### config.mk
export PLATFORM = sky130hd
export DESIGN_NAME = slice_alu
export DESIGN_NICKNAME = d
export VERILOG_FILES = /design/src/rtl/alu_pkg.sv /design/src/rtl/alu_ctrl_decode.sv /design/src/rtl/alu_bit_slice.sv /design/src/rtl/alu_zero_detect.sv /design/src/rtl/slice_alu.sv
export SDC_FILE = /design/constraint.sdc
export NUM_CORES = 1
export LEC_CHECK = 0
export BUFFER_PORTS_ARGS = -buffer_cell sky130_fd_sc_hd__buf_2
export CAP_MARGIN = 10
export CORE_UTILIZATION = 49
export DETAILED_ROUTE_END_ITERATION = 8
export GPL_TIMING_DRIVEN = 0
export PLACE_DENSITY = 0.83
export SLEW_MARGIN = 20
export SYNTH_ARGS = -nofsm -noshare
export SYNTH_HDL_FRONTEND = slang
export SYNTH_SLANG_ARGS = --single-unit
### constraint.sdc
create_clock -name vclk -period 15.5
set_input_delay 0.775 -clock vclk [all_inputs]
set_output_delay 0.775 -clock vclk [all_outputs]
set_load 0.005 [all_outputs]
### src/rtl/alu_pkg.sv
package alu_pkg;
  typedef enum logic [2:0] {
    OP_AND  = 3'b000,
    OP_OR   = 3'b001,
    OP_ADD  = 3'b010,
    OP_SUB  = 3'b110,
    OP_SLT  = 3'b111
  } alu_op_e;

  // per-cell selector codes, taken from the low two opcode bits
  localparam logic [1:0] SEL_AND  = 2'd0;
  localparam logic [1:0] SEL_OR   = 2'd1;
  localparam logic [1:0] SEL_SUM  = 2'd2;
  localparam logic [1:0] SEL_LESS = 2'd3;
endpackage

### src/rtl/alu_ctrl_decode.sv
module alu_ctrl_decode
  import alu_pkg::*;
(
  input  logic [2:0] op_i,
  output logic       binv_o,
  output logic [1:0] sel_o,
  output logic       legal_o,
  output logic       arith_o
);
  always_comb begin
    binv_o = op_i[2];
    sel_o  = op_i[1:0];
    unique case (op_i)
      OP_AND, OP_OR:          begin legal_o = 1'b1; arith_o = 1'b0; end
      OP_ADD, OP_SUB, OP_SLT: begin legal_o = 1'b1; arith_o = 1'b1; end
      default:                begin legal_o = 1'b0; arith_o = 1'b0; end
    endcase
  end
endmodule

### src/rtl/alu_bit_slice.sv
module alu_bit_slice
  import alu_pkg::*;
(
  input  logic       a_i,
  input  logic       b_i,
  input  logic       cin_i,
  input  logic       less_i,
  input  logic       binv_i,
  input  logic [1:0] sel_i,
  output logic       res_o,
  output logic       sum_o,
  output logic       cout_o
);
  logic bx;

  always_comb begin
    bx     = b_i ^ binv_i;
    sum_o  = a_i ^ bx ^ cin_i;
    cout_o = (a_i & bx) | (a_i & cin_i) | (bx & cin_i);
    unique case (sel_i)
      SEL_AND: res_o = a_i & bx;
      SEL_OR:  res_o = a_i | bx;
      SEL_SUM: res_o = sum_o;
      default: res_o = less_i;
    endcase
  end
endmodule

### src/rtl/alu_zero_detect.sv
module alu_zero_detect #(
  parameter int WIDTH = 32
) (
  input  logic [WIDTH-1:0] word_i,
  output logic             zero_o
);
  assign zero_o = ~(|word_i);
endmodule

### src/rtl/slice_alu.sv
module slice_alu #(
  parameter int WIDTH = 32
) (
  input  logic [WIDTH-1:0] opa_i,
  input  logic [WIDTH-1:0] opb_i,
  input  logic [2:0]       op_i,
  output logic [WIDTH-1:0] result_o,
  output logic             zero_o,
  output logic             ovf_o,
  output logic             cout_o
);
  localparam int MSB = WIDTH - 1;

  logic             binv;
  logic [1:0]       sel;
  logic             legal;
  logic             arith;
  logic [WIDTH:0]   carry;
  logic [WIDTH-1:0] sum_w;
  logic [WIDTH-1:0] raw_res;
  logic             set_bit;

  alu_ctrl_decode u_dec (
    .op_i    (op_i),
    .binv_o  (binv),
    .sel_o   (sel),
    .legal_o (legal),
    .arith_o (arith)
  );

  // carry into cell 0 is the same wire as the operand inverter
  assign carry[0] = binv;
  assign set_bit  = sum_w[MSB];

  for (genvar i = 0; i < WIDTH; i++) begin : g_cell
    logic less_in;
    if (i == 0) begin : g_lsb
      assign less_in = set_bit;
    end else begin : g_rest
      assign less_in = 1'b0;
    end

    alu_bit_slice u_cell (
      .a_i    (opa_i[i]),
      .b_i    (opb_i[i]),
      .cin_i  (carry[i]),
      .less_i (less_in),
      .binv_i (binv),
      .sel_i  (sel),
      .res_o  (raw_res[i]),
      .sum_o  (sum_w[i]),
      .cout_o (carry[i+1])
    );
  end

  assign result_o = legal ? raw_res : '0;
  assign ovf_o    = arith & (carry[MSB] ^ carry[WIDTH]);
  assign cout_o   = arith & carry[WIDTH];

  alu_zero_detect #(.WIDTH(WIDTH)) u_zero (
    .word_i (result_o),
    .zero_o (zero_o)
  );
endmodule

==> summary.md, run 1 <==
| Metric | Value |
|---|---|
| Status | `complete, no violations` |
| Sequential area share after synthesis | `0%` |
| Row cnt | `28` |
| Placed Area | `about 3600 um^2` |
| Total gr overflow | `0` |
| Hold depth | `4` |
| GRT Util Overall | `approximately a quarter` |
| Crit-path max cell delay | `0.56 ns` |
| Leakage power | `around 2 nW` |
| PortBufs | `around 100` |
| Synth Warn # | `0` |
| Worst-Margin Slew | `between 0.8 and 0.9 ns` |
| Syn Area/Cell | `approximately 8.6 um^2` |
| Slew Limit Fails | `0` |
| Critical path's top delay family | `adder cells` |
| Initial core utilization | `around half` |
| Fillers | `500` |
| Hold_buf cts | `0` |
| Setup crit end kind | `primary output` |
| Slew headroom | `~45%` |
| Crit share post-route | `between 90% and 100%` |
| WL per Instance | `approximately 15 um` |
| Peak Freq | `~66 MHz` |
| Combinational fraction of design power | `100.0%` |
| Vias per Instance | `5.366` |
| Proportion of layout cells with a drive suffix above 1 | `38.67%` |
| Area of the multi-input gates | `approximately 2700 um^2` |
| Hold Path Class | `primary input to primary output` |
| Min cycle time layout | `approximately 15 ns` |
| Net Sw Frac | `between 50 and 60%` |
| Hold Violations, Final | `0` |
| Most frequent CP cell | `fa_2` |
| Drt first pass iters | `4` |
| Slowest CP cell | `or4_4` |
| Number of global-route vias before repair | `2771` |
| Routed WL | `a little under 8 mm` |
| Worst Setup Slack, final | `around 0.28 ns` |
| Netlist Area Pre-Place | `2997 um^2` |
| Post-route DRC | `0` |
| Final Core Density | `between 60% and 70%` |
| Internal power | `around 0.000062 W` |
| Antenna violations before repair | `0` |
| PD cells | `36.08 nW/um^2` |
| Layout Nets | `614` |
| # IOs | `~100` |
| Max cap viols | `0` |
| Critical Path AT | `around 14 ns` |
| Cell Count Post-Placement | `roughly 530` |
| Sequential cell count | `0` |
| Peak VDD IR | `roughly 0.022 mV` |
| Distinct cells, synth | `36` |
| Synthesized instance count | `around 350` |
| Net switching power | `0.00007226 W` |
| Final cell count without fillers | `~530` |
| Drt first-iter violations | `130` |
| CP max FO | `19` |
| Worst Setup Start Kind | `primary input` |
| Setup WS pre-CTS | `-1.567 ns` |
| Antenna diode count | `0` |
| Final setup violation count | `0` |
| Hold_ws | `approximately 2 ns` |
| CLK BUF | `0` |
| CP required | `~15 ns` |
| Register Area | `0 um^2` |
| Final ANT Viol Nets | `0` |
| Gpl congestion | `roughly 0.83` |
| Die W | `80.20 um` |
| Syn Nets | `510` |
| Synth-to-Final Area Change | `24.18%` |
| Worst Path Class, Setup | `primary input to primary output` |
| Sequential power share | `0%` |
| Die footprint | `between 6000 and 7000 um^2` |
| Buf/Inv on CP | `9` |
| Chip height | `about 80 um` |
| Crit path depth | `45` |
| Core area | `just under 6000 um^2` |
| First-pass GRT wire length | `roughly 13 mm` |
| Unrepaired setup endpoints after global routing | `no` |
| Fin area | `3721 um^2` |
| Largest net degree at the start of global routing | `20` |
| Clock power share | `0%` |
| DP Wirelength | `approximately 6.4 mm` |
| DR vias | `2817` |
==> worst min-delay path, stage by stage <==
cell,delay [ns]
buf_2,0.15
or4b_2,0.13
o211ai_1,0.09
buf_2,0.14
==> cell type report <==
| class | instances | area share [%] |
|---|---|---|
| Timing Repair Buffer | 103 | 13.92 |
| Buffer | 20 | 3.833 |
| Tap cell | 75 | 2.522 |
| Inverter | 70 | 7.061 |
| Multi-Input combinational cell | 257 | 72.66 |
==> logic make-up after synthesis <==
group	count (synthesis)	share of synthesized area, %
adders and majority gates	95	47.43
buffers and inverters	91	12.40
and+or+nand+nor	85	20.08
AOI/OAI and AO/OA	42	9.812
xor gates and xnor gates	34	9.938
muxes	1	0.3340
==> power by group through the flow <==
| stage | clock (W) | sequential (W) | combinational [W] |
|---|---|---|---|
| 2_1_floorplan | 0 | 0 | 0.0000788 |
| 3_3_place_gp | 0 | 0 | 0.000120 |
| 3_5_place_dp | 0 | 0 | 0.000126 |
| 4_1_cts | 0 | 0 | 0.000132 |
| 5_1_grt | 0 | 0 | 0.000151 |
| 6_report | 0 | 0 | 0.000134 |
==> what timing repair did <==
action | in CTS | in global routing
buffers inserted | 0 | 1
resized for setup | 27 | 9
pin swaps | 1 | 0
gates cloned | 0 | 0
endpoints found under the setup margin | 5 | 1
==> through the flow <==
step	setup TNS, ns	total power, W
finish	0	0.0001342
global route	0	0.0001507
CTS	0	0.0001318
detailed placement	-2.314	0.0001263
global placement	-1.755	0.0001199
floorplan	0	0.00007879
==> cell usage after synthesis (2+ instances only) <==
cell,number,area share [%]
buf_2,9,1.5
ha_1,64,27
inv_1,70,8.8
a211o_1,6,1.8
buf_4,3,0.75
nor4b_1,12,3.5
or2_2,9,1.9
xor2_1,33,9.6
or3b_2,8,2.3
nand3b_1,10,2.5
a22oi_1,7,1.8
nor4_1,4,0.83
clkbuf_1,3,0.38
o21ai_0,2,0.33
fa_1,31,21
nand2_1,7,0.88
or4b_2,10,3.3
o22ai_1,6,1.3
or4_1,6,1.5
a21oi_1,8,1.3
o211ai_1,10,2.5
nor2_1,12,1.5
buf_1,5,0.63
==> worst paths after layout <==
kind	slack, ns	to	start
hold / removal	2.05	result_o[24]	op_i[2]
setup / recovery	0.28	zero_o	op_i[2]
==> layout by cell type (no fill, tap or decap), types with 2 or more instances in the layout <==
master      n
buf_1       2
o21ai_0     2
or3b_2      8
fa_1        6
nand3b_1   10
or4b_2     10
xor2_1     33
o211ai_1   10
buf_4       4
clkbuf_1    3
nor4b_1    12
a22oi_1     7
buf_2     110
o22ai_1     6
a211o_1     6
nor2_1     12
a21oi_1     8
buf_8       2
inv_1      70
ha_1       64
or2_2       9
or4_1       5
nand2_1     7
fa_2       25
nor4_1      4
==> routing by layer <==
metal,vias up,wire length (um),GRT usage (%)
li1,1334,-,-
met1,1346,3234,30.35
met2,127,4066,47.01
met3,10,516,2.386
met4,0,63,3.036
met5,-,0,0
Note: power is estimated with default switching activity, not from simulation.
==> run 2, diff against run 1 <==
==> constraint.sdc (replaced) <==
create_clock -name vclk -period 15.5
set_input_delay 2.325 -clock vclk [all_inputs]
set_output_delay 2.325 -clock vclk [all_outputs]
set_load 0.005 [all_outputs]
==> run 2 against run 1 <==
Compared with the run above: the run now ends with setup timing left; flip-flop and latch count is the same; final area grew 10%; die area is the same; critical path depth shrank 1.
==> summary.md, run 2 (synthesis gave the netlist of run 1 again) <==
| Metric | Value |
|---|---|
| Critical path startpoint | `op_i[2]` |
| Vias per Instance | `5.413 (+0.88%)` |
| GRT Util Overall | `27.14% (+2.5 points)` |
| PD cells | `38.45 nW/um^2 (+6.6%)` |
| Peak VDD IR | `0.02323 mV (+4.3%)` |
| Largest net degree at the start of global routing | `25 (+25%)` |
| CP required | `13.18 ns (-1.55 ns)` |
| Combinational fraction of design power | `100.0% (about the same)` |
| Layout Nets | `646 (+5.2%)` |
| Proportion of layout cells with a drive suffix above 1 | `46.47% (+7.8 points)` |
| Die W | `80.20 um (unchanged)` |
| Final Core Density | `69.27% (+6.4 points)` |
| Antenna diode count | `0 (unchanged)` |
| Critical Path AT | `15.63 ns (+1.18 ns)` |
| Net switching power | `0.00008094 W (+12%)` |
| Most frequent cells in the layout | `buf_2 (107), inv_1 (65), ha_1 (64)` |
| Number of global-route vias before repair | `2972 (+7.3%)` |
| Crit share post-route | `115.8% (+18 points)` |
| Unrepaired setup endpoints after global routing | `yes` |
| # IOs | `102 (unchanged)` |
| Synth-to-Final Area Change | `36.87%` |
| Min cycle time layout | `17.95 ns (+2.726 ns)` |
| Violated checks | `setup timing` |
| Clock power share | `0% (unchanged)` |
| Register Area | `0 um^2 (unchanged)` |
| Crit-path max cell delay | `0.45 ns (-0.11 ns)` |
| Post-route DRC | `0 (unchanged)` |
| CLK BUF | `0 (unchanged)` |
| Most frequent CP cell | `fa_2` |
| Row cnt | `28 (unchanged)` |
| Commonest non-fill, non-tap cell in the layout | `buf_2` |
| DP Wirelength | `6.417 mm (+0.56%)` |
| Slew headroom | `45.30% (-0.15 points)` |
| Setup crit end | `zero_o` |
| Antenna violations before repair | `0 (unchanged)` |
| Crit path depth | `44 (-2.2%)` |
| Worst Path Class, Setup | `primary input to primary output` |
| Max cap viols | `0 (unchanged)` |
| DR vias | `3015 (+7.0%)` |
| Final ANT Viol Nets | `0 (unchanged)` |
| Drt first pass iters | `4 (unchanged)` |
| Chip height | `80.20 um (unchanged)` |
| Buf/Inv on CP | `8 (-1)` |
| Leakage power | `2.222 nW (+8.7%)` |
| Die footprint | `6432 um^2 (unchanged)` |
| Hold Violations, Final | `0 (unchanged)` |
| Worst-Margin Slew | `0.8204 ns (+0.002286 ns)` |
| Sequential power share | `0% (unchanged)` |
| Fillers | `454 (-9.2%)` |
| First-pass GRT wire length | `13.62 mm (+7.5%)` |
| PortBufs | `102 (unchanged)` |
| Internal power | `0.00007676 W (+24%)` |
| Cell Count Post-Placement | `525 (unchanged)` |
| Setup crit end kind | `primary output` |
| Final setup violation count | `8 (+8)` |
| Net Sw Frac | `51.32% (-2.5 points)` |
| Peak Freq | `55.71 MHz (-15%)` |
| CP max FO | `5 (-14)` |
| Slew Limit Fails | `0 (unchanged)` |
| Initial core utilization | `50.61% (unchanged)` |
| Worst Setup Start Kind | `primary input` |
| Core area | `5921 um^2 (unchanged)` |
| Drt first-iter violations | `200 (+54%)` |
| Final cell count without fillers | `557 (+6.1%)` |
| WL per Instance | `16.53 um (+10%)` |
| Hold_buf cts | `0 (unchanged)` |
| Routed WL | `9.205 mm (+17%)` |
| Total gr overflow | `0 (unchanged)` |
| Status | `complete, but fails checks` |
| Sequential cell count | `0 (unchanged)` |
| Area of the multi-input gates | `2773 um^2 (+2.5%)` |
| Worst Setup Slack, final | `-2.450 ns (-2.726 ns)` |
| Slowest CP cell | `fa_2` |
| Gpl congestion | `0.8088 (-2.4%)` |
| Critical path's top delay family | `adder cells` |
| Hold Path Class | `primary input to primary output` |
run 2: changes by cell type in the layout (fill, tap and decap cells not counted), moves of 3 or more:
cell   before  now
buf_4       4   34
fa_2       25   31
buf_6       1    4
buf_2     110  107
fa_1        6    0
inv_2       0    5
inv_1      70   65
run 2: power by group through the flow:
stage / registers, W / logic [W] / clock network [W]
final: 0 / 0.000158 / 0
after global routing: 0 / 0.000173 / 0
after CTS: 0 / 0.000143 / 0
after detailed placement: 0 / 0.000133 / 0
after global placement: 0 / 0.000126 / 0
after floorplan: 0 / 0.0000843 / 0
run 2: worst min path at each step:
stage | end | startpoint | depth (start not counted)
after floorplan | result_o[18] | op_i[2] | 2
after global placement | result_o[27] | op_i[2] | 4
after detailed placement | result_o[27] | op_i[2] | 4
after CTS | result_o[27] | op_i[2] | 4
after global routing | result_o[24] | op_i[2] | 4
final | result_o[24] | op_i[2] | 4
run 2: metal layers:
metal  share of wire (%)  global-route usage [%]
met1                  40                   32.96
met2                  51                   50.68
met3                 5.3                   1.591
met4                 3.8                   8.393
met5                   0                       0
run 2: repair_timing:
action	CTS	global route
setup buffers	19	13
gates resized for setup	16	11
pin swaps	8	5
hold endpoints to repair	0	0
endpoints found under the setup margin	9	9
cloned	0	2
run 2: final cells by class:
cell class         instances  share of cell area (%)
multi-input cells        257                   67.60
repair buffers           136                   20.32
inverters                 70                   6.406
plain buffers             19                   3.386
well taps                 75                   2.288
run 2: worst min-delay path: stages:
cell and delay, ns:
clkbuf_16 0.11, or4b_2 0.11, o211ai_1 0.08, buf_2 0.13
run 2: stage by stage:
step / cell area [um^2] / power [W] / setup slack, ns / TNS [ns] / hold slack, ns
detailed placement: 3721 / 0.0001330 / -2.842 / -12.27 / 5.130
CTS: 3910 / 0.0001435 / -2.514 / -10.26 / 5.140
global route: 4101 / 0.0001732 / -2.639 / -11.42 / 5.115
finish: 4101 / 0.0001577 / -2.450 / -9.938 / 5.079
global placement: 3721 / 0.0001264 / -2.804 / -11.75 / 5.109
floorplan: 3117 / 0.00008431 / -1.780 / -5.185 / 4.830
==> run 3, diff against run 2 <==
--- a/config.mk
+++ b/config.mk
@@ -7,10 +7,10 @@
 export LEC_CHECK = 0
 export BUFFER_PORTS_ARGS = -buffer_cell sky130_fd_sc_hd__buf_2
 export CAP_MARGIN = 10
-export CORE_UTILIZATION = 49
+export CORE_UTILIZATION = 50
 export DETAILED_ROUTE_END_ITERATION = 8
 export GPL_TIMING_DRIVEN = 0
-export PLACE_DENSITY = 0.83
+export PLACE_DENSITY = 0.82
 export SLEW_MARGIN = 20
 export SYNTH_ARGS = -nofsm -noshare
 export SYNTH_HDL_FRONTEND = slang
==> constraint.sdc (replaced) <==
create_clock -name vclk -period 23.2
set_input_delay 3.48 -clock vclk [all_inputs]
set_output_delay 3.48 -clock vclk [all_outputs]
set_load 0.005 [all_outputs]
==> run 3 against run 2 <==
Compared with the run above: the run now ends clean; global-route usage is 1.9 points lower; critical path depth is 2 higher; first-iteration DRC count is 26% lower; final area is 12% lower; final cell count is 6.3% lower; combinational power is 47% lower; setup slack better by 3.1 ns; via count is 9.1% lower; hold slack better by 2.4 ns; sequential share of layout area stayed put; critical endpoint unchanged; largest cell class unchanged; largest power group unchanged.
==> summary.md, run 3 (synthesis gave the netlist of run 1 again) <==
| Metric | Value |
|---|---|
| Status | `complete, no violations` |
| Max cap viols | `0 (unchanged)` |
| Crit share post-route | `a little over nine tenths` |
| Unrepaired setup endpoints after global routing | `no` |
| Slew Limit Fails | `0 (unchanged)` |
| Vias per Instance | `5.253 (-3.0%)` |
| Register Area | `0 um^2 (unchanged)` |
| Hold Violations, Final | `0 (unchanged)` |
| CP max FO | `10 (+5)` |
| Slowest CP cell | `or4_1` |
| Final cell count without fillers | `522 (-6.3%)` |
| Worst-Margin Slew | `0.8122 ns (-0.008268 ns)` |
| # IOs | `102 (unchanged)` |
| Worst Path Class, Setup | `primary input to primary output` |
| Met3 wire length | `428 um (-13%)` |
| Placed Area | `3597 um^2 (-3.3%)` |
| Antenna violations before repair | `0 (unchanged)` |
| Final setup violation count | `0 (-8)` |
| Crit-path max cell delay | `0.58 ns (+0.13 ns)` |
| Post-CTS setup buffers | `0 (-19)` |
| Hold depth | `4 (unchanged)` |
| Drt first-iter violations | `149 (-26%)` |
| Top sig layer | `met4` |
| Cell Count Post-Placement | `522 (-0.57%)` |
| Die W | `79.42 um (-0.98%)` |
| Proportion of layout cells with a drive suffix above 1 | `32.67% (-14 points)` |
| CLK BUF | `0 (unchanged)` |
| Row cnt | `27 (-3.6%)` |
| Antenna diode count | `0 (unchanged)` |
| Leakage power | `2.046 nW (-7.9%)` |
| Hold Path Class | `primary input to primary output` |
| Worst Setup Start Kind | `primary input` |
| Layout Nets | `614 (-5.0%)` |
| Core area | `5642 um^2 (-4.7%)` |
| Total gr overflow | `0 (unchanged)` |
| Gpl congestion | `0.8171 (+1.0%)` |
| Routed metal-1 wirelength | `3.254 mm (-11%)` |
| Setup crit end kind | `primary output` |
| Die footprint | `6307 um^2 (-1.9%)` |
| Initial core utilization | `53.12% (+2.5 points)` |
| Commonest non-fill, non-tap cell in the layout | `buf_2` |
| Largest net degree at the start of global routing | `11 (-56%)` |
| DR vias | `2742 (-9.1%)` |
| Routed WL | `7.498 mm (-19%)` |
| Final ANT Viol Nets | `0 (unchanged)` |
| First-pass GRT wire length | `12.80 mm (-6.0%)` |
| DP Wirelength | `6.267 mm (-2.3%)` |
| PD cells | `23.17 nW/um^2 (-40%)` |
| Critical Path AT | `19.12 ns (+3.49 ns)` |
| Hold_buf cts | `0 (unchanged)` |
| WL per Instance | `14.36 um (-13%)` |
| Most frequent CP cell | `fa_1` |
| Final Core Density | `63.87% (-5.4 points)` |
| Peak Freq | `approximately 44 MHz` |
| Hold Crit Start | `op_i[2]` |
| PortBufs | `102 (unchanged)` |
| Sequential cell count | `0 (unchanged)` |
| Post-route DRC | `0 (unchanged)` |
| Most frequent cells in the layout | `buf_2 (111), inv_1 (70), ha_1 (64)` |
| Synth-to-Final Area Change | `20.25%` |
| CP required | `19.72 ns (+6.54 ns)` |
| Fin area | `3603 um^2 (-12%)` |
| Met2 WL | `3.771 mm (-20%)` |
| Critical path startpoint | `op_i[2]` |
| Slew headroom | `45.86% (+0.55 points)` |
| Setup TNS | `0 ns (+9.938 ns)` |
| Chip height | `79.42 um (-0.98%)` |
| Peak VDD IR | `0.01202 mV (-48%)` |
| Number of global-route vias before repair | `2841 (-4.4%)` |
| Min cycle time layout | `22.60 ns` |
| Drt first pass iters | `5 (+1)` |
| GRT Util Overall | `25.23% (-1.9 points)` |
-- run 3: cell count changes in the layout (fill, tap and decap cells not counted), moves of 3 or more --
cell,before,now
buf_4,34,3
buf_2,107,111
buf_6,4,1
fa_2,31,0
inv_1,65,70
inv_2,5,0
fa_1,0,31
-- run 3: cell type report --
class / count / area [um^2]
inverters: 70 / 262.8
multi-input cells: 257 / 2625
well taps: 72 / 90.09
fillers: 507 / 2038
plain buffers: 21 / 115.1
repair buffers: 102 / 510.5
-- run 3: metrics by stage --
| step | power (W) | worst slack [ns] | hold slack (ns) |
|---|---|---|---|
| 3_5_place_dp | 0.00008373 | -0.005963 | 7.439 |
| 5_1_grt | 0.00009604 | 0.05287 | 7.471 |
| 4_1_cts | 0.00008419 | 0.1709 | 7.439 |
| 3_3_place_gp | 0.00008030 | 0.1288 | 7.430 |
| 2_1_floorplan | 0.00005244 | 1.832 | 7.140 |
| 6_report | 0.00008351 | 0.6004 | 7.439 |
-- run 3: layer usage --
metal,track usage (%),vias to the layer above
met5,0,-
met4,2.182,0
met3,2.629,6
met2,47.93,84
met1,31.52,1318
li1,-,1334
-- run 3: final timing paths --
path / endpoint / slack (ns)
min: result_o[24] / 7.44
max: zero_o / 0.60
-- run 3: power by group --
part           leakage, nW  internal, W  switching, W
Clock                    0            0             0
Combinational         2.05    0.0000382     0.0000453
Sequential               0            0             0
Total                 2.05    0.0000382     0.0000453
-- run 3: worst max-delay path, delay by kind of cell --
| kind | cells | cell delay (ns) |
|---|---|---|
| adder cells (fa/ha/maj) | 31 | 12.18 |
| buffers and inverters | 10 | 1.70 |
| AND/OR/NAND/NOR | 3 | 1.32 |
| AO/OA/AOI/OAI | 1 | 0.30 |
| XOR/XNOR | 1 | 0.12 |
-- run 3: repair_timing --
| action | 4_1_cts | 5_1_grt |
|---|---|---|
| cloned | 0 | 0 |
| pin swaps | 0 | 0 |
| resized for setup | 1 | 3 |
| setup endpoints to repair | 1 | 1 |
| hold endpoints to repair | 0 | 0 |
